## src/rtl/mq_pkg.sv

```systemverilog
package mq_pkg;
  localparam int unsigned MQ_NQ    = 16;
  localparam int unsigned MQ_DEPTH = 4;
  localparam int unsigned MQ_PTR_W = 8;

  // full when the low position bits match and the wrap bits differ
  function automatic logic pos_full(input logic [31:0] rd, input logic [31:0] wr,
                                    input int unsigned lw);
    logic [31:0] lo_mask;
    lo_mask = (32'd1 << lw) - 32'd1;
    return ((rd & lo_mask) == (wr & lo_mask)) && (rd[lw] != wr[lw]);
  endfunction
endpackage

```

## src/rtl/mq_rst_sync.sv

```systemverilog
module mq_rst_sync (
  input  logic clk,
  input  logic rst_n,
  output logic rst_sync_n
);
  logic stage_q;

  always_ff @(posedge clk or negedge rst_n) begin
    if (!rst_n) begin
      stage_q    <= 1'b0;
      rst_sync_n <= 1'b0;
    end else begin
      stage_q    <= 1'b1;
      rst_sync_n <= stage_q;
    end
  end
endmodule

```

## src/rtl/mq_ram.sv

```systemverilog
module mq_ram #(
  parameter int unsigned AW = 6,
  parameter int unsigned DW = 8
) (
  input  logic          clk,
  input  logic          wr_en,
  input  logic [AW-1:0] wr_addr,
  input  logic [DW-1:0] wr_data,
  input  logic          rd_en,
  input  logic [AW-1:0] rd_addr,
  output logic [DW-1:0] rd_data
);
  localparam int unsigned WORDS = 1 << AW;

  logic [DW-1:0] mem [WORDS];

  always_ff @(posedge clk) begin
    if (wr_en) mem[wr_addr] <= wr_data;
  end

  always_ff @(posedge clk) begin
    if (rd_en) rd_data <= mem[rd_addr];
  end
endmodule

```

## src/rtl/mq_meta.sv

```systemverilog
module mq_meta #(
  parameter int unsigned NQ    = 16,
  parameter int unsigned DEPTH = 4,
  localparam int unsigned QW   = $clog2(NQ),
  localparam int unsigned LW   = $clog2(DEPTH)
) (
  input  logic          clk,
  input  logic          rst_n,
  input  logic          enq_valid,
  input  logic [QW-1:0] enq_qid,
  input  logic          deq_valid,
  input  logic [QW-1:0] deq_qid,
  output logic          enq_fire,
  output logic          deq_fire,
  output logic [LW-1:0] wr_loc,
  output logic [LW-1:0] rd_loc,
  output logic [NQ-1:0] q_empty,
  output logic [NQ-1:0] q_full
);
  logic [LW:0] front_q [NQ];
  logic [LW:0] back_q  [NQ];
  logic [LW:0] front_d [NQ];
  logic [LW:0] back_d  [NQ];

  for (genvar gi = 0; gi < NQ; gi++) begin : g_flag
    assign q_empty[gi] = (front_q[gi] == back_q[gi]);
    assign q_full[gi]  = mq_pkg::pos_full(32'(front_q[gi]), 32'(back_q[gi]), LW);
  end

  assign enq_fire = enq_valid & ~q_full[enq_qid];
  assign deq_fire = deq_valid & ~q_empty[deq_qid];
  assign wr_loc   = back_q[enq_qid][LW-1:0];
  assign rd_loc   = front_q[deq_qid][LW-1:0];

  always_comb begin
    for (int i = 0; i < NQ; i++) begin
      front_d[i] = front_q[i];
      back_d[i]  = back_q[i];
    end
    if (enq_fire) back_d[enq_qid]  = back_q[enq_qid] + 1'b1;
    if (deq_fire) front_d[deq_qid] = front_q[deq_qid] + 1'b1;
  end

  always_ff @(posedge clk or negedge rst_n) begin
    if (!rst_n) begin
      for (int i = 0; i < NQ; i++) begin
        front_q[i] <= '0;
        back_q[i]  <= '0;
      end
    end else begin
      for (int i = 0; i < NQ; i++) begin
        if (enq_fire || deq_fire) begin
          front_q[i] <= front_d[i];
          back_q[i]  <= back_d[i];
        end
      end
    end
  end

  // a queue never reports empty and full together
  a_r5_flags_exclusive: assert property (@(posedge clk) disable iff (!rst_n)
    (q_empty & q_full) == '0);

  // a refused enqueue (no same-queue dequeue) leaves the queue full
  a_r4_refused_stays_full: assert property (@(posedge clk) disable iff (!rst_n)
    (enq_valid && q_full[enq_qid] && !(deq_fire && deq_qid == enq_qid))
    |=> q_full[$past(enq_qid)]);

  // combined enqueue and dequeue on one queue keep its flags
  a_r8_same_queue_steady: assert property (@(posedge clk) disable iff (!rst_n)
    (enq_fire && deq_fire && enq_qid == deq_qid)
    |=> (q_empty[$past(enq_qid)] == $past(q_empty[enq_qid]))
        && (q_full[$past(enq_qid)] == $past(q_full[enq_qid])));

  // an empty dequeue alone leaves the queue empty
  a_r7_empty_stays: assert property (@(posedge clk) disable iff (!rst_n)
    (deq_valid && q_empty[deq_qid] && !(enq_fire && enq_qid == deq_qid))
    |=> q_empty[$past(deq_qid)]);
endmodule

```

## src/rtl/mq_ptr_store.sv

```systemverilog
module mq_ptr_store #(
  parameter int unsigned NQ    = mq_pkg::MQ_NQ,
  parameter int unsigned DEPTH = mq_pkg::MQ_DEPTH,
  parameter int unsigned PTR_W = mq_pkg::MQ_PTR_W,
  localparam int unsigned QW   = $clog2(NQ),
  localparam int unsigned LW   = $clog2(DEPTH),
  localparam int unsigned AW   = QW + LW
) (
  input  logic             clk,
  input  logic             rst_n,
  input  logic             enq_valid,
  input  logic [QW-1:0]    enq_qid,
  input  logic [PTR_W-1:0] enq_ptr,
  output logic             enq_ok,
  input  logic             deq_valid,
  input  logic [QW-1:0]    deq_qid,
  output logic             deq_rvalid,
  output logic [PTR_W-1:0] deq_ptr,
  output logic             deq_err,
  output logic [NQ-1:0]    q_empty,
  output logic [NQ-1:0]    q_full
);
  logic          rst_sync_n;
  logic          enq_fire;
  logic          deq_fire;
  logic [LW-1:0] wr_loc;
  logic [LW-1:0] rd_loc;
  logic          rvalid_d;
  logic          err_d;

  mq_rst_sync u_rst (
    .clk        (clk),
    .rst_n      (rst_n),
    .rst_sync_n (rst_sync_n)
  );

  mq_meta #(.NQ(NQ), .DEPTH(DEPTH)) u_meta (
    .clk       (clk),
    .rst_n     (rst_sync_n),
    .enq_valid (enq_valid),
    .enq_qid   (enq_qid),
    .deq_valid (deq_valid),
    .deq_qid   (deq_qid),
    .enq_fire  (enq_fire),
    .deq_fire  (deq_fire),
    .wr_loc    (wr_loc),
    .rd_loc    (rd_loc),
    .q_empty   (q_empty),
    .q_full    (q_full)
  );

  mq_ram #(.AW(AW), .DW(PTR_W)) u_ram (
    .clk     (clk),
    .wr_en   (enq_fire),
    .wr_addr ({enq_qid, wr_loc}),
    .wr_data (enq_ptr),
    .rd_en   (deq_fire),
    .rd_addr ({deq_qid, rd_loc}),
    .rd_data (deq_ptr)
  );

  assign enq_ok = enq_fire;

  always_comb begin
    rvalid_d = deq_fire;
    err_d    = deq_valid & ~deq_fire;
  end

  always_ff @(posedge clk or negedge rst_sync_n) begin
    if (!rst_sync_n) begin
      deq_rvalid <= 1'b0;
      deq_err    <= 1'b0;
    end else begin
      deq_rvalid <= rvalid_d;
      deq_err    <= err_d;
    end
  end

  // an accepted dequeue yields a valid pointer next cycle
  a_r6_rvalid_next: assert property (@(posedge clk) disable iff (!rst_sync_n)
    (deq_valid && !q_empty[deq_qid]) |=> (deq_rvalid && !deq_err));

  // a dequeue on an empty queue flags an error and returns nothing
  a_r7_err_next: assert property (@(posedge clk) disable iff (!rst_sync_n)
    (deq_valid && q_empty[deq_qid]) |=> (deq_err && !deq_rvalid));

  // no enqueue is accepted into a full queue
  a_r4_no_accept_full: assert property (@(posedge clk) disable iff (!rst_sync_n)
    (enq_valid && q_full[enq_qid]) |-> !enq_ok);
endmodule

```

## config.mk

```make
export PLATFORM = sky130hd
export DESIGN_NAME = mq_ptr_store
export DESIGN_NICKNAME = d
export VERILOG_FILES = /design/src/rtl/mq_pkg.sv /design/src/rtl/mq_rst_sync.sv /design/src/rtl/mq_ram.sv /design/src/rtl/mq_meta.sv /design/src/rtl/mq_ptr_store.sv
export SDC_FILE = /design/constraint.sdc
export NUM_CORES = 1
export LEC_CHECK = 0
export BUFFER_PORTS_ARGS = -buffer_cell sky130_fd_sc_hd__buf_2
export CAP_MARGIN = 20
export CORE_MARGIN = 5
export CORE_UTILIZATION = 55
export CTS_CLUSTER_DIAMETER = 30
export DETAILED_ROUTE_END_ITERATION = 10
export PLACE_DENSITY = 0.82
export SYNTH_ARGS = -nofsm -noshare
export SYNTH_HDL_FRONTEND = slang
export SYNTH_SLANG_ARGS = --single-unit
```

## constraint.sdc

```tcl
create_clock -name clk -period 8.6 [get_ports clk]
set_input_delay 2.15 -clock clk [delete_from_list [all_inputs] [get_ports clk]]
set_output_delay 2.15 -clock clk [all_outputs]
set_load 0.1 [all_outputs]
```

==> results of run 1 <==
==> kinds of logic after synthesis <==
kind of cell,synth area share
buffers and inverters,0.02151
XOR/XNOR,0.01673
AND/OR/NAND/NOR,0.1059
multiplexers,0.1078
other,0.0001433
AO/OA/AOI/OAI,0.05483
adder cells (fa/ha/maj),0.0009558
flip-flops,0.6921
==> worst max path at each step <==
stage                     from  depth (start not counted)                    endpoint
floorplan           enq_qid[0]                          6                      enq_ok
global placement    deq_qid[1]                         10  u_ram.rd_data[0]$_DFFE_PP_
detailed placement  deq_qid[1]                         10  u_ram.rd_data[7]$_DFFE_PP_
CTS                 enq_qid[0]                          6                      enq_ok
global route        enq_qid[0]                          6                      enq_ok
finish              enq_qid[0]                          6                      enq_ok
==> through the flow <==
stage | setup slack [ns] | instance area (sq um) | hold slack [ns]
global route | 1.587 | 31250 | 0.2831
floorplan | 2.219 | 26180 | 0.3312
detailed placement | 1.459 | 27270 | 0.2594
global placement | 1.578 | 27070 | 0.2452
CTS | 1.672 | 31090 | 0.2616
finish | 1.680 | 31250 | 0.2468
==> routing by layer <==
metal / wire (microns) / global-route usage
met1: 25940 / 0.3533
met2: 33890 / 0.4268
met3: 8375 / 0.07399
met4: 3496 / 0.1231
met5: 0 / 0
==> synth_stat cells, drive strengths merged (3+ instances only) <==
cell,instances
nand2,305
xor2,11
o211ai,8
mux2,101
nand4,23
nand3,74
a32oi,14
o22ai,19
or3,18
o221ai,9
nor2,44
or4,10
edfxtp,520
nor3,61
clkbuf,58
buf,56
or2,5
nand3b,4
a21oi,64
and2,4
a31oi,36
a311oi,8
mux2i,83
mux4,37
nand2b,4
a2111oi,7
o22a,7
dfrtp,100
nor2b,5
o21ai,31
xnor2,39
inv,10
and3,39
a211oi,3
==> area by class of cell <==
class	instances	share of cell area
flip-flops and latches	620	0.5799
multi-input cells	1097	0.2403
clock buffers	124	0.09046
clock inverters	87	0.03167
repair buffers	148	0.03135
well taps	615	0.02463
inverters	11	0.001562
diodes	1	0.00008009
==> worst max-delay path, cell delays in order <==
cell and delay, ns:
buf_2 0.54, mux4_2 0.62, mux4_2 0.47, nand2b_1 0.38, inv_1 0.16, buf_2 0.44
==> state kept, by name, summed over array words and instances (netlist names) <==
signal and count:
deq_err 1, deq_rvalid 1, u_meta.back_q 48, u_meta.front_q 48, u_ram.mem 512, u_ram.rd_data 8, u_rst.rst_sync_n 1, u_rst.stage_q 1
==> report_power, final <==
| group | internal (mW) | leakage, nW | switching (mW) |
|---|---|---|---|
| Clock | 2.84 | 1.84 | 1.55 |
| Sequential | 3.51 | 5.96 | 0.241 |
| Combinational | 0.805 | 3.62 | 2.15 |
| Total | 7.15 | 11.4 | 3.95 |
==> results.json, run 1 <==
{
  "critical_path_class": "input port to primary output",
  "fin_worst_skew_ns": 0.03626,
  "htreeDepth": 3,
  "synth_fp_nets": 1864,
  "initial_core_util": 0.5517,
  "final_cell_mix": "edfxtp_1, nand2_1, clkbuf_16",
  "clockBufferDepth": 3,
  "ys.flop_type": "edfxtp_1",
  "cts_tree": "yes",
  "reg2reg_from": "u_meta.front_q[16]$_DFFE_PN0P_",
  "max_freq_mhz": 144.5,
  "numCtsBuffers": 111,
  "hold_viol_final": 0,
  "post_drt_wl_per_cell_microns": 26.53,
  "cp-start-kind": "input port",
  "synth_area_per_cell_sq_um": 14.21,
  "yosys-top-cells-area": "edfxtp_1, dfrtp_1, nand2_1",
  "worst-r2r-cell-count": 10,
  "ys_types": 65,
  "dp.cells": 2476,
  "finalPower_mw": 11.10,
  "coreArea_sq_um": 47450,
  "dr.pass1.iters": 5,
  "cts_setup_buffers": 0,
  "seq_area_sq_um": 18120,
  "via_count": 17630,
  "final_common_cell": "edfxtp_1",
  "grtUsageTotal": 0.2699,
  "multiInputGateArea_sq_um": 7508,
  "drive_gt1_frac": 0.2257,
  "hpwl_microns": 42450,
  "min_period_ns": 6.920,
  "final.setup.tns_ns": 0,
  "grt_max_degree": 132,
  "viasPerCell": 6.523,
  "gr-total-overflow": 0,
  "finalMaxSlewViolations": 0,
  "place.gp.congestion": 0.9233,
  "crit_required_ns": 6.45,
  "power.density_nw_per_um2": 355.1,
  "reg2reg_to": "u_ram.rd_data[7]$_DFFE_PP_",
  "postRouteAntennaNets": 0,
  "grt_pass1_wl_microns": 108100,
  "port_buffers": 62,
  "final_nets": 2011,
  "synth_top_area_share": 0.5965,
  "status": "finished clean",
  "fillers": 3127,
  "ys_async_sr_fraction": 0.1613,
  "setup_viol": 0,
  "leakage_nw": 11.42,
  "antenna_found_initial": 2,
  "cp_max_fo": 25,
  "drc": 0,
  "clock_sinks": 620,
  "root_buffer": "clkbuf_16",
  "seq_area_frac_synth": 0.6921,
  "cts_resized": 0,
  "fp.dieH_microns": 228.2,
  "cp.arrival_ns": 4.77,
  "syn_inst": 1842,
  "period_share": 0.8047,
  "grt_pass1_vias": 17870,
  "rows": 80,
  "die_w_microns": 228.2,
  "io_pins": 63,
  "wirelength_microns": 71700,
  "synth_edf_count": 520,
  "grt_setup_unrepaired": "no",
  "path_clk_slew_ns": 0.05,
  "hp-class": "flop to asynchronous set/reset pin",
  "area_delta_synth_final_pct": 19.37,
  "max-slew-margin-rel": 0.1867,
  "utilization": 0.6586,
  "cap_violations": 0,
  "drt_iter0_markers": 2462,
  "worstSkewPairLatency_ns": 0.67,
  "holdBufCountCts": 0,
  "fin_cells": 2703,
  "syn_area_sq_um": 26180,
  "dieArea_sq_um": 52060,
  "crit_path_end_kind": "primary output",
  "yosysTopAreaCell": "edfxtp_1",
  "peakVddDrop_uv": 613.5,
  "synth_seq_cells": 620,
  "reg2reg_slack_ns": 3.82,
  "tightestPinTransition_ns": 1.220,
  "yosysWarnings": 0
}
No activity file was read; power rests on OpenSTA's default activity.
==> inputs of run 2 (changes only) <==
==> constraint.sdc (replaced) <==
create_clock -name clk -period 6.9 [get_ports clk]
set_input_delay 1.725 -clock clk [delete_from_list [all_inputs] [get_ports clk]]
set_output_delay 1.725 -clock clk [all_outputs]
set_load 0.1 [all_outputs]
==> run 2 against run 1 <==
  * Total power grew 27%
  * Highest routed layer is now met5
  * Global-route usage grew 0.59 points
  * Combinational power grew 26%
  * Critical path type unchanged
  * Routed wire length grew 2.2%
  * Clock skew shrank 0.0012 ns
  * Register-to-register slack lost 1.2 ns
  * Largest cell class unchanged
  * First-iteration DRC count shrank 6.8%
  * Sequential power grew 25%
  * Clock power grew 28%
  * Worst hold slack lost 0.051 ns
  * Critical path depth is the same
  * Non-clock buffer count grew 7
==> results.json, run 2 (synthesis gave the netlist of run 1 again) <==
{
  "hold_viol_final": 0,
  "cp-start-kind": "input port",
  "gr-total-overflow": 0,
  "grt_setup_unrepaired": "no",
  "power.density_nw_per_um2": 446.5,
  "cp_max_fo": 24,
  "fp.dieH_microns": 228.2,
  "area_delta_synth_final_pct": 20.16,
  "antenna_found_initial": 2,
  "drive_gt1_frac": 0.2328,
  "peakVddDrop_uv": 979.4,
  "root_buffer": "clkbuf_16",
  "largest_register": "u_ram.mem",
  "place.gp.congestion": 0.9257,
  "clockBufferDepth": 3,
  "dr.pass1.iters": 9,
  "grtUsageTotal": 0.2757,
  "min_period_ns": 5.900,
  "worstSkewPairLatency_ns": 0.65,
  "drc": 0,
  "final_cell_area_sq_um": 31450,
  "holdBufCountCts": 0,
  "grt_pass1_wl_microns": 110600,
  "critical_path_class": "input port to primary output",
  "clock_sinks": 620,
  "fin_worst_skew_ns": 0.03501,
  "fillers": 3083,
  "io_pins": 63,
  "tightestPinTransition_ns": 1.128,
  "crit_path_end_kind": "primary output",
  "leakage_nw": 11.50,
  "hpwl_microns": 42020,
  "cts_tree": "yes",
  "dieArea_sq_um": 52060,
  "initial_core_util": 0.5517,
  "crit_required_ns": 5.18,
  "port_buffers": 62,
  "viasPerCell": 6.553,
  "path_clk_slew_ns": 0.05,
  "hp-class": "flop to asynchronous set/reset pin",
  "max-slew-margin-rel": 0.2465,
  "finalMaxSlewViolations": 0,
  "htreeDepth": 3,
  "final_common_cell": "edfxtp_1",
  "cts_setup_buffers": 0,
  "die_w_microns": 228.2,
  "post_drt_wl_per_cell_microns": 27.07,
  "place_area_sq_um": 27400,
  "rows": 80,
  "status": "finished clean",
  "grt_pass1_vias": 18230,
  "grt_max_degree": 139,
  "cap_violations": 0,
  "largest_register_ffs": 512,
  "final_cell_mix": "edfxtp_1, nand2_1, clkbuf_16",
  "coreArea_sq_um": 47450,
  "setup_viol": 0,
  "max_freq_mhz": 169.5,
  "period_share": 0.8551,
  "wirelength_microns": 73310,
  "postRouteAntennaNets": 0,
  "via_count": 17750,
  "drt_iter0_markers": 2294,
  "reg_top3": "u_ram.mem (512), u_meta.back_q (48), u_meta.front_q (48)",
  "final.setup.tns_ns": 0,
  "cp.arrival_ns": 4.18,
  "cts_resized": 0,
  "final_nets": 2018,
  "numCtsBuffers": 111
}
## run 2: cell type report
cell class	count	area (sq um)	area share
sequential	620	18120	0.5761
multi-input combinational	1097	7508	0.2387
clock buffer	128	2988	0.09500
timing repair buffer	155	1069	0.03397
clock inverter	81	945.9	0.03007
tap	615	769.5	0.02446
inverter	11	48.80	0.001551
antenna	1	2.502	0.00007956
## run 2: through the flow
stage / util / setup WS [ns] / hold slack, ns / power (mW) / std cells
floorplan: - / 0.9610 / 0.3312 / 7.376 / 1842
global placement: 0.5775 / 1.016 / 0.1931 / 8.230 / 2487
global route: 0.6629 / 0.9460 / 0.2209 / 14.44 / 2707
CTS: 0.6604 / 1.026 / 0.2039 / 13.98 / 2696
detailed placement: 0.5775 / 0.9266 / 0.2030 / 8.315 / 2487
finish: 0.6629 / 0.9996 / 0.1962 / 14.04 / 2708
## run 2: metal layers
layer  global-route usage  part of all wire  vias to the layer above
met5                    0           0.00018                        -
met3              0.07287              0.12                      290
met1               0.3519              0.35                     8729
met4               0.1354             0.053                        2
li1                     -                 -                     7338
met2               0.4431              0.48                     1387
## run 2: where the power goes
group	total [mW]	leakage, nW	internal, mW	switching, mW
registers	4.67	5.96	4.37	0.297
logic	3.73	3.66	1.02	2.71
clock network	5.64	1.88	3.74	1.90
## run 2: final timing paths
kind | slack [ns] | start | depth (start not counted) | end
min in group clk | 0.35 | u_rst.stage_q$_DFF_PN0_ | 0 | u_rst.rst_sync_n$_DFF_PN0_
worst min register to register | 0.20 | u_rst.rst_sync_n$_DFF_PN0_ | 0 | u_meta.back_q[42]$_DFFE_PN0P_
worst min-delay path | 0.20 | u_rst.rst_sync_n$_DFF_PN0_ | 0 | u_meta.back_q[42]$_DFFE_PN0P_
max in group asynchronous | 5.81 | u_rst.rst_sync_n$_DFF_PN0_ | 2 | u_meta.back_q[0]$_DFFE_PN0P_
worst max register to register | 2.66 | u_meta.front_q[5]$_DFFE_PN0P_ | 9 | u_ram.mem[5][6]$_DFFE_PP_
worst max-delay path | 1.0 | enq_qid[1] | 6 | enq_ok
## run 2: worst max-delay path: stages
cell      delay (ns)
buf_2           0.42
mux4_2          0.41
mux4_2          0.46
nand2b_1        0.41
inv_1           0.28
buf_2           0.47
